[src/rtl/arb_pkg.sv]
package arb_pkg;
  typedef enum logic [1:0] {
    DFLT_NONE  = 2'b00,
    DFLT_LAST  = 2'b01,
    DFLT_FIXED = 2'b10,
    DFLT_NONE2 = 2'b11
  } dflt_mode_e;
endpackage

[src/rtl/arb_fixed_prio.sv]
module arb_fixed_prio #(
  parameter int unsigned N_MST  = 6,
  parameter int unsigned PRIO_W = 2,
  localparam int unsigned IDX_W = $clog2(N_MST)
) (
  input  logic [N_MST-1:0]        req_i,
  input  logic [N_MST*PRIO_W-1:0] prio_i,
  output logic                    win_vld_o,
  output logic [IDX_W-1:0]        win_idx_o
);
  logic [PRIO_W-1:0] best;

  // strict '>' keeps the lowest index on ties
  always_comb begin
    win_vld_o = 1'b0;
    win_idx_o = '0;
    best      = '0;
    for (int i = 0; i < N_MST; i++) begin
      if (req_i[i] && (!win_vld_o || prio_i[i*PRIO_W +: PRIO_W] > best)) begin
        win_vld_o = 1'b1;
        win_idx_o = IDX_W'(i);
        best      = prio_i[i*PRIO_W +: PRIO_W];
      end
    end
  end
endmodule

[src/rtl/arb_round_robin.sv]
module arb_round_robin #(
  parameter int unsigned N_MST = 6,
  localparam int unsigned IDX_W = $clog2(N_MST)
) (
  input  logic [N_MST-1:0] req_i,
  input  logic [IDX_W-1:0] last_i,
  output logic             win_vld_o,
  output logic [IDX_W-1:0] win_idx_o
);
  int j;

  always_comb begin
    win_vld_o = 1'b0;
    win_idx_o = '0;
    j         = 0;
    for (int k = 1; k <= N_MST; k++) begin
      j = (int'(last_i) + k) % N_MST;
      if (!win_vld_o && req_i[j]) begin
        win_vld_o = 1'b1;
        win_idx_o = IDX_W'(j);
      end
    end
  end
endmodule

[src/rtl/slot_counter.sv]
module slot_counter #(
  parameter int unsigned SLOT_W = 8
) (
  input  logic              clk_i,
  input  logic              rst_ni,
  input  logic              load_i,
  input  logic [SLOT_W-1:0] lim_i,
  input  logic              beat_i,
  output logic              expire_o
);
  logic [SLOT_W-1:0] cnt_q;

  // loaded zero never reaches one: breaking disabled
  assign expire_o = beat_i && (cnt_q == SLOT_W'(1));

  always_ff @(posedge clk_i or negedge rst_ni) begin
    if (!rst_ni)                       cnt_q <= '0;
    else if (load_i)                   cnt_q <= lim_i;
    else if (beat_i && cnt_q != '0)    cnt_q <= cnt_q - SLOT_W'(1);
  end

  a_r8_load: assert property (@(posedge clk_i) disable iff (!rst_ni)
    load_i |=> cnt_q == $past(lim_i));
  a_r9_zero_never_expires: assert property (@(posedge clk_i) disable iff (!rst_ni)
    (load_i && lim_i == '0) |=> !expire_o);
endmodule

[src/rtl/slave_port_arbiter.sv]
module slave_port_arbiter
  import arb_pkg::*;
#(
  parameter int unsigned N_MST  = 6,
  parameter int unsigned PRIO_W = 2,
  parameter int unsigned SLOT_W = 8,
  localparam int unsigned IDX_W = $clog2(N_MST)
) (
  input  logic                    clk_i,
  input  logic                    rst_ni,
  input  logic [N_MST-1:0]        req_i,
  input  logic                    burst_start_i,
  input  logic                    beat_done_i,
  input  logic                    last_beat_i,
  input  logic                    cfg_rr_i,
  input  logic [1:0]              cfg_dflt_mode_i,
  input  logic [IDX_W-1:0]        cfg_dflt_mst_i,
  input  logic [N_MST*PRIO_W-1:0] cfg_prio_i,
  input  logic [SLOT_W-1:0]       cfg_slot_lim_i,
  output logic [N_MST-1:0]        gnt_o,
  output logic [IDX_W-1:0]        gnt_idx_o
);
  logic             own_vld_q, have_last_q, busy_q;
  logic [IDX_W-1:0] own_q, last_q;
  logic             fp_vld, rr_vld;
  logic [IDX_W-1:0] fp_idx, rr_idx;
  logic             start_go, beat, expire, end_evt, own_req, arb_en;
  logic             nxt_vld, take;
  logic [IDX_W-1:0] nxt_idx;
  dflt_mode_e       mode;

  assign mode = dflt_mode_e'(cfg_dflt_mode_i);

  arb_fixed_prio #(.N_MST(N_MST), .PRIO_W(PRIO_W)) u_fp (
    .req_i(req_i), .prio_i(cfg_prio_i), .win_vld_o(fp_vld), .win_idx_o(fp_idx)
  );

  arb_round_robin #(.N_MST(N_MST)) u_rr (
    .req_i(req_i), .last_i(last_q), .win_vld_o(rr_vld), .win_idx_o(rr_idx)
  );

  assign start_go = !busy_q && burst_start_i && own_vld_q;
  assign beat     = busy_q && beat_done_i;

  slot_counter #(.SLOT_W(SLOT_W)) u_slot (
    .clk_i(clk_i), .rst_ni(rst_ni), .load_i(start_go), .lim_i(cfg_slot_lim_i),
    .beat_i(beat), .expire_o(expire)
  );

  assign end_evt = beat && (last_beat_i || expire);
  assign own_req = own_vld_q && req_i[own_q];
  // idle owner that still requests is left parked
  assign arb_en  = (!busy_q && !start_go && !own_req) || end_evt;

  always_comb begin
    nxt_vld = own_vld_q;
    nxt_idx = own_q;
    take    = 1'b0;
    if (arb_en) begin
      if (cfg_rr_i) begin
        if (rr_vld) begin
          nxt_vld = 1'b1; nxt_idx = rr_idx; take = 1'b1;
        end else begin
          unique case (mode)
            DFLT_LAST:  begin nxt_vld = have_last_q; nxt_idx = have_last_q ? last_q : '0; end
            DFLT_FIXED: begin nxt_vld = 1'b1;        nxt_idx = cfg_dflt_mst_i;            end
            default:    begin nxt_vld = 1'b0;        nxt_idx = '0;                        end
          endcase
        end
      end else begin
        nxt_vld = fp_vld;
        nxt_idx = fp_vld ? fp_idx : '0;
        take    = fp_vld;
      end
    end
  end

  always_ff @(posedge clk_i or negedge rst_ni) begin
    if (!rst_ni) begin
      own_vld_q   <= 1'b0;
      own_q       <= '0;
      last_q      <= IDX_W'(N_MST-1);
      have_last_q <= 1'b0;
      busy_q      <= 1'b0;
    end else begin
      own_vld_q <= nxt_vld;
      own_q     <= nxt_idx;
      if (take) begin
        last_q      <= nxt_idx;
        have_last_q <= 1'b1;
      end
      if (start_go)     busy_q <= 1'b1;
      else if (end_evt) busy_q <= 1'b0;
    end
  end

  always_comb begin
    gnt_o = '0;
    if (own_vld_q) gnt_o[own_q] = 1'b1;
  end
  assign gnt_idx_o = own_q;

  a_r1_onehot: assert property (@(posedge clk_i) disable iff (!rst_ni)
    $onehot0(gnt_o));
  a_r7_hold_in_burst: assert property (@(posedge clk_i) disable iff (!rst_ni)
    (busy_q && !end_evt) |=> ($stable(gnt_o) && $stable(gnt_idx_o)));
  a_r2_fp_to_requester: assert property (@(posedge clk_i) disable iff (!rst_ni)
    (!cfg_rr_i && arb_en && (req_i != '0)) |=> ((gnt_o & $past(req_i)) != '0));
  a_r4_park_none: assert property (@(posedge clk_i) disable iff (!rst_ni)
    (cfg_rr_i && !cfg_dflt_mode_i[0] && !cfg_dflt_mode_i[1] && arb_en && req_i == '0)
      |=> gnt_o == '0);
  a_r6_park_fixed: assert property (@(posedge clk_i) disable iff (!rst_ni)
    (cfg_rr_i && cfg_dflt_mode_i == 2'b10 && arb_en && req_i == '0)
      |=> (gnt_idx_o == $past(cfg_dflt_mst_i) && gnt_o != '0));
endmodule

[config.mk]
export PLATFORM = sky130hd
export DESIGN_NAME = slave_port_arbiter
export DESIGN_NICKNAME = d
export VERILOG_FILES = /design/src/rtl/arb_pkg.sv /design/src/rtl/arb_fixed_prio.sv /design/src/rtl/arb_round_robin.sv /design/src/rtl/slot_counter.sv /design/src/rtl/slave_port_arbiter.sv
export SDC_FILE = /design/constraint.sdc
export NUM_CORES = 1
export LEC_CHECK = 0
export ABC_AREA = 1
export BUFFER_PORTS_ARGS = -buffer_cell sky130_fd_sc_hd__clkbuf_2
export CAP_MARGIN = 20
export CORE_MARGIN = 2
export CORE_UTILIZATION = 53
export DETAILED_ROUTE_END_ITERATION = 6
export PLACE_DENSITY_LB_ADDON = 0.12
export SLEW_MARGIN = 10
export SYNTH_ARGS = -nofsm -noshare
export SYNTH_HDL_FRONTEND = slang
export SYNTH_HIERARCHICAL = 1
export SYNTH_SLANG_ARGS = --single-unit
[constraint.sdc]
create_clock -name clk_i -period 3.25 [get_ports clk_i]
set_input_delay 0.65 -clock clk_i [delete_from_list [all_inputs] [get_ports clk_i]]
set_output_delay 0.65 -clock clk_i [all_outputs]
set_load 0.05 [all_outputs]
==> flow_metrics.env, run 1 <==
export IMPL_drtAntennaViolNets=0
export IMPL_synthCells=483
export IMPL_drt_wl_total_mm=8.24
export IMPL_setup_tns_final_ps=-13890
export IMPL_cts_htree_levels=1
export IMPL_rsz0062_at_grt="yes"
export IMPL_cellLeakagePower_nw=2.24
export IMPL_status="finished with violations"
export IMPL_finalPower_mw=4.56
export IMPL_place_gp_congestion=0.889
export IMPL_finalSetupViolCount=6
export IMPL_fmax_mhz=178
export IMPL_combPwrFrac_pct=86.8
export IMPL_first_iter_violations=201
export IMPL_p_sw_share_pct=57.9
export IMPL_setup_ws_ps=-2380
export IMPL_viasPerCell=5.18
export IMPL_hold_viol_final=0
export IMPL_finalNetCount=660
export IMPL_power_frac_clock_pct=3.5
export IMPL_ios=46
export IMPL_ys_flop_type="dfrtp_1"
export IMPL_dr_total_vias=3454
export IMPL_root_buffer="clkbuf_8"
export IMPL_relSlewSlack_pct=68.1
export IMPL_clkLatencyLatePin_ps=250
export IMPL_ys_warn_count=6
export IMPL_drt_wirelength_per_cell_um=12.3
export IMPL_finalCoreUtilization_pct=74.4
export IMPL_dieArea_um2=6330
export IMPL_synth_edf_count=0
export IMPL_port_buffers=45
export IMPL_ir_drop_v=0.000770
export IMPL_drt_pass1_iterations=7
export IMPL_worstPathMaxFanout=3
export IMPL_syn_to_final_growth_pct=35.3
export IMPL_ys_seq_area_share_pct=14.1
export IMPL_place_ws_ps=-2530
export IMPL_die_y_um=79.6
export IMPL_hp_class="in2async"
export IMPL_startpoint_type="primary input"
export IMPL_critPathMaxStageDelay_ps=290
export IMPL_period_share_pct=173
export IMPL_cts_buffers_inserted=3
export IMPL_cts_num_sinks=17
export IMPL_yosysUniqueCellTypes=43
export IMPL_synth_seq_cells=17
export IMPL_cap_violations=0
export IMPL_ctsLongestPathBuffers=2
export IMPL_hold_ws_ps=327
export IMPL_start_util_pct=55.0
export IMPL_r2r_setup_slack_ps=-20
export IMPL_tightestPinTransition_ps=479
export IMPL_clock_skew_ps=2.88
export IMPL_power_density_nw_per_um2=1110
export IMPL_dp_hpwl_mm=6.11
export IMPL_synthArstFlopShare_pct=100
export IMPL_finalMaxSlewViolations=0
export IMPL_diodes=0
export IMPL_grt_total_usage_pct=26.0
export IMPL_coreArea_um2=5510
export IMPL_grt_pass1_wl_mm=13.5
export IMPL_p_sw_mw=2.64
export IMPL_path_class="in2reg"
export IMPL_slowest_stage="ha_1"
export IMPL_period_minus_slack_ps=5630
export IMPL_grt_pass1_vias=3230
export IMPL_antenna_found_initial=0
export IMPL_cp_required_ps=3450
export IMPL_cp_end_kind="flop"
export IMPL_syn_area_um2=3030
export IMPL_cts_tree="done"
export IMPL_rows=27
export IMPL_syn_avg_cell_area_um2=6.27
export IMPL_violations="setup timing"
export IMPL_drc=0
export IMPL_p_seq_share_pct=9.7
export IMPL_dieWidth_um=79.6
export IMPL_intPower_mw=1.92
export IMPL_synth_nets=547
export IMPL_cpMostUsedCell="nand2_2"
export IMPL_gr_total_overflow=0
export IMPL_grt_max_degree=18
export IMPL_clkTransAtPathRegs_ps=70
export IMPL_arrival_ps=5830
export IMPL_drive_gt1_share_pct=39.7
path summary, 6_finish.rpt:
check,depth (start not counted),from,to
min,1,rst_ni,u_slot/cnt_q[0]
min reg2reg,2,last_q[2],last_q[2]
min in group clk_i,2,last_q[2],last_q[2]
max in group asynchronous,1,rst_ni,last_q[0]
max,47,req_i[0],last_q[1]
max reg2reg,20,last_q[1],gnt_idx_o[0]
through the flow:
step | area, µm² | instances
floorplan | 3110 | 483
global placement | 3700 | 638
detailed placement | 3700 | 638
CTS | 3970 | 662
global route | 4100 | 667
finish | 4100 | 667
layout by cell type, fill, tap and decap left out, types with 5 or more instances in the layout:
cell        n
o21ai_1     5
ha_1       22
nand3_1    53
nand2_2    27
dfrtp_1    15
nand3_2    12
buf_4      68
nand2_4    19
nand2_1   120
o21ai_0     8
inv_1      62
nor2_2      8
o21ai_2     7
nand3_4     5
clkbuf_2   43
nand4_1     7
nor2_1     39
inv_2      16
metal layers:
metal	wire length [µm]	vias up	GRT usage [%]
met5	0	-	0
met2	3930	107	46.3
met3	314	25	1.36
met4	220	0	6.90
met1	3770	1559	34.1
li1	-	1763	-
state kept, by name, indices dropped and copies added, names as in the netlist:
| name | flops |
|---|---|
| gnt_idx_o | 3 |
| have_last_q | 1 |
| busy_q | 1 |
| u_slot/cnt_q | 8 |
| own_vld_q | 1 |
| last_q | 3 |
cells in the mapped netlist (4+ instances only):
cell,number,area [µm²]
a21oi_1,7,35.0
and2_1,5,31.3
dfrtp_1,15,375
ha_1,27,338
inv_1,70,263
inv_2,8,30.0
nand2_1,134,503
nand2_2,17,106
nand2_4,16,180
nand3_1,56,280
nand3_2,11,110
nand4_1,7,43.8
nor2_1,43,161
nor2_2,4,25.0
o21ai_0,13,65.1
o21ai_2,5,43.8
layout make-up:
class / count / area, µm²
well taps: 72 / 90.1
clock buffers: 4 / 45.0
repair buffers: 113 / 764
fillers: 436 / 1410
flip-flops and latches: 17 / 428
inverters: 79 / 298
multi-input cells: 382 / 2470
logic make-up after synthesis:
family,Yosys count,share of synthesized area [%]
xor+xnor,3,0.868
simple gates,313,53.5
fa+ha+maj,27,11.2
buf+inv,84,11.0
flops,17,14.1
compound gates,39,9.38
power groups by stage:
stage	Clock (mW)	Combinational [mW]	Sequential, mW
6_report	0.160	3.96	0.443
5_1_grt	0.168	4.38	0.457
4_1_cts	0.162	3.79	0.444
3_5_place_dp	0	3.71	0.447
3_3_place_gp	0	3.61	0.446
2_1_floorplan	0	2.82	0.499
worst max-delay path, delay by kind of cell:
kind                       cells  cell delay [ps]
adders and majority gates      5             1310
AOI/OAI and AO/OA              7              650
and+or+nand+nor               32             2950
buffers and inverters          3              230
timing repair:
item | 4_1_cts | 5_1_grt
endpoints found under the setup margin | 6 | 8
setup buffers | 20 | 6
hold buffers | 0 | 0
resized for setup | 18 | 22
pin swaps | 25 | 40
No activity file was read; power rests on OpenSTA's default activity.
==> run 2, diff against run 1 <==
Settings changed: ABC_AREA 1 to default.
==> run 2 against run 1 <==
  * The flow still finishes with violations (setup timing)
  * Clock-buffer cell count fell by 1
  * Clock power rose by 5%
  * Total power fell by 2.8%
  * Sequential power rose by 9.9%
  * First-iteration DRC count fell by 10%
  * Critical path depth fell by 14
  * Critical path type unchanged
  * Critical endpoint is now gnt_idx_o[2]
  * Largest power group unchanged
  * Highest routed layer unchanged
==> flow_metrics.env, run 2 <==
export IMPL_status="finished with violations"
export IMPL_violations="setup timing"
export IMPL_intPower_mw=2.26
export IMPL_finalSetupViolCount=8
export IMPL_rows=26
export IMPL_place_inst=510
export IMPL_clkLatencyLatePin_ps=260
export IMPL_drtAntennaViolNets=0
export IMPL_layout_commonest_cell="buf_4"
export IMPL_ctsHoldBuffers=0
export IMPL_cts_num_sinks=17
export IMPL_dp_hpwl_mm=6.17
export IMPL_place_gp_congestion=0.884
export IMPL_cpMostUsedCell="ha_4"
export IMPL_root_buffer="clkbuf_8"
export IMPL_grt_max_degree=18
export IMPL_antenna_found_initial=0
export IMPL_worstPathMaxFanout=4
export IMPL_synth_seq_cells=17
export IMPL_ys_flop_type="dfrtp_1"
export IMPL_synth_area_leaders="dfrtp_1, ha_1, mux2_2"
export IMPL_grt_pass1_wl_mm=13.4
export IMPL_synth_edf_count=0
export IMPL_clock_skew_ps=2.40
export IMPL_combPwrFrac_pct=85.2
export IMPL_cellLeakagePower_nw=1.79
export IMPL_port_buffers=45
export IMPL_final_cell_mix="buf_4, clkbuf_2, nor2_1, nand2_1, inv_1"
export IMPL_synthCells=335
export IMPL_finalPower_mw=4.43
export IMPL_fillCellCount=379
export IMPL_ys_warn_count=6
export IMPL_path_class="in2reg"
export IMPL_critPathMaxStageDelay_ps=380
export IMPL_p_sw_mw=2.17
export IMPL_hp_class="in2async"
export IMPL_drt_pass1_iterations=5
export IMPL_yosysUniqueCellTypes=86
export IMPL_p_sw_share_pct=48.9
export IMPL_cp_end_kind="flop"
export IMPL_ir_drop_v=0.000733
export IMPL_cts_htree_levels=1
export IMPL_die_y_um=76.7
export IMPL_grt_pass1_vias=2940
export IMPL_relSlewSlack_pct=46.1
export IMPL_post_dp_cell_area_um2=3730
export IMPL_power_density_nw_per_um2=1130
export IMPL_rsz0062_at_grt="yes"
export IMPL_tightestPinTransition_ps=801
export IMPL_slowest_stage="a2111o_1"
export IMPL_grt_total_usage_pct=27.1
export IMPL_startpoint_type="primary input"
export IMPL_synth_top_area_share_pct=13.4
export IMPL_p_seq_share_pct=11.0
export IMPL_dieWidth_um=76.7
export IMPL_drt_wl_total_mm=7.94
export IMPL_synth_nets=399
export IMPL_fmax_mhz=168
export IMPL_synth_common_cells="ha_1, nor2_1, inv_1, nand2_1, o21ai_0"
export IMPL_final_cell_count_no_fill=523
export IMPL_finalMaxSlewViolations=0
export IMPL_setup_ws_ps=-2690
export IMPL_regMostFlops="u_slot/cnt_q"
export IMPL_viasPerCell=5.90
export IMPL_ys_seq_area_share_pct=15.3
export IMPL_setup_tns_final_ps=-16520
export IMPL_hold_viol_final=0
export IMPL_diodes=0
export IMPL_drive_gt1_share_pct=46.8
export IMPL_drc=0
export IMPL_cts_buffers_inserted=3
export IMPL_syn_avg_cell_area_um2=8.36
export IMPL_cts_tree="done"
export IMPL_ios=46
export IMPL_gr_total_overflow=0
export IMPL_power_frac_clock_pct=3.8
export IMPL_finalNetCount=518
export IMPL_syn_to_final_growth_pct=40.6
export IMPL_start_util_pct=54.9
export IMPL_clkTransAtPathRegs_ps=70
export IMPL_syn_area_um2=2800
export IMPL_drt_wirelength_per_cell_um=15.2
export IMPL_period_share_pct=183
export IMPL_largest_reg_flops=8
export IMPL_ctsLongestPathBuffers=2
export IMPL_synthArstFlopShare_pct=100
export IMPL_period_minus_slack_ps=5940
export IMPL_arrival_ps=6090
export IMPL_synth_area_leader_cell="dfrtp_1"
export IMPL_first_iter_violations=180
export IMPL_design_area_um2=3940
export IMPL_dr_total_vias=3085
export IMPL_dieArea_um2=5880
export IMPL_coreArea_um2=5110
export IMPL_cap_violations=0
export IMPL_cp_required_ps=3400
[run 2: cell types whose count changed in the layout (fill, tap and decap cells not counted), sizes merged, moves of 6 or more]
cell	delta
nand3	-63
nor3b	+6
a32oi	+6
nand2b	+8
inv	-52
buf	+13
a21oi	+6
mux2i	+7
nor2	-21
mux2	+17
nand2	-144
[run 2: cell families after synthesis]
kind of cell	Yosys count	synth area share [%]
AO/OA/AOI/OAI	100	27.8
XOR/XNOR	3	1.88
adder cells (fa/ha/maj)	27	12.1
buffers and inverters	36	6.12
flip-flops	17	15.3
multiplexers	25	10.5
AND/OR/NAND/NOR	127	26.3
[run 2: repair_timing]
| action | in CTS | in global routing |
|---|---|---|
| gates resized for setup | 9 | 10 |
| setup endpoints to repair | 8 | 8 |
| pin swaps | 18 | 7 |
| buffers inserted | 8 | 1 |
[run 2: final cells by class]
| cell class | count | area [µm²] | share of cell area, % |
|---|---|---|---|
| Clock buffer | 3 | 41.3 | 1.05 |
| Clock inverter | 1 | 7.51 | 0.191 |
| Inverter | 26 | 105 | 2.67 |
| Multi-Input combinational cell | 282 | 2430 | 61.8 |
| Sequential cell | 17 | 428 | 10.9 |
| Tap cell | 70 | 87.6 | 2.22 |
| Timing Repair Buffer | 124 | 835 | 21.2 |
[run 2: path summary, 6_finish.rpt]
path / slack [ps] / cells after the start / startpoint / to
setup / recovery: -2690 / 33 / cfg_prio_i[1] / gnt_idx_o[2]
hold / removal: 310 / 1 / rst_ni / u_slot/cnt_q[1]
setup reg to reg: -560 / 15 / last_q[0] / gnt_idx_o[2]
hold reg to reg: 570 / 1 / have_last_q / have_last_q
max in group asynchronous: 2610 / 1 / rst_ni / last_q[2]
min in group clk_i: 570 / 1 / have_last_q / have_last_q
[run 2: power groups by stage]
stage	Clock, mW	Sequential [mW]	Combinational, mW
after CTS	0.173	0.482	3.70
after global placement	0	0.477	3.56
after global routing	0.186	0.509	4.07
final	0.168	0.487	3.78
after floorplan	0	0.506	2.46
after detailed placement	0	0.483	3.64
[run 2: stage by stage]
step	setup WS, ps	utilization, %	hold WS, ps
2_1_floorplan	-2680	-	354
3_3_place_gp	-2890	73.0	537
3_5_place_dp	-3050	73.0	531
4_1_cts	-2650	76.2	327
5_1_grt	-2890	77.1	340
6_report	-2690	77.1	313
[run 2: critical path, delay by kind of cell]
kind | cells | cell delay (ps)
AOI/OAI and AO/OA | 13 | 2230
adders and majority gates | 5 | 1200
buffers and inverters | 2 | 140
and+or+nand+nor | 10 | 890
muxes | 3 | 950
[run 2: routing by layer]
layer | global-route usage, % | part of all wire (%) | vias up
met5 | 0 | 0 | -
met4 | 7.64 | 1.6 | 0
met3 | 2.71 | 4.6 | 18
met2 | 46.3 | 49 | 95
met1 | 36.3 | 45 | 1464
li1 | - | - | 1508
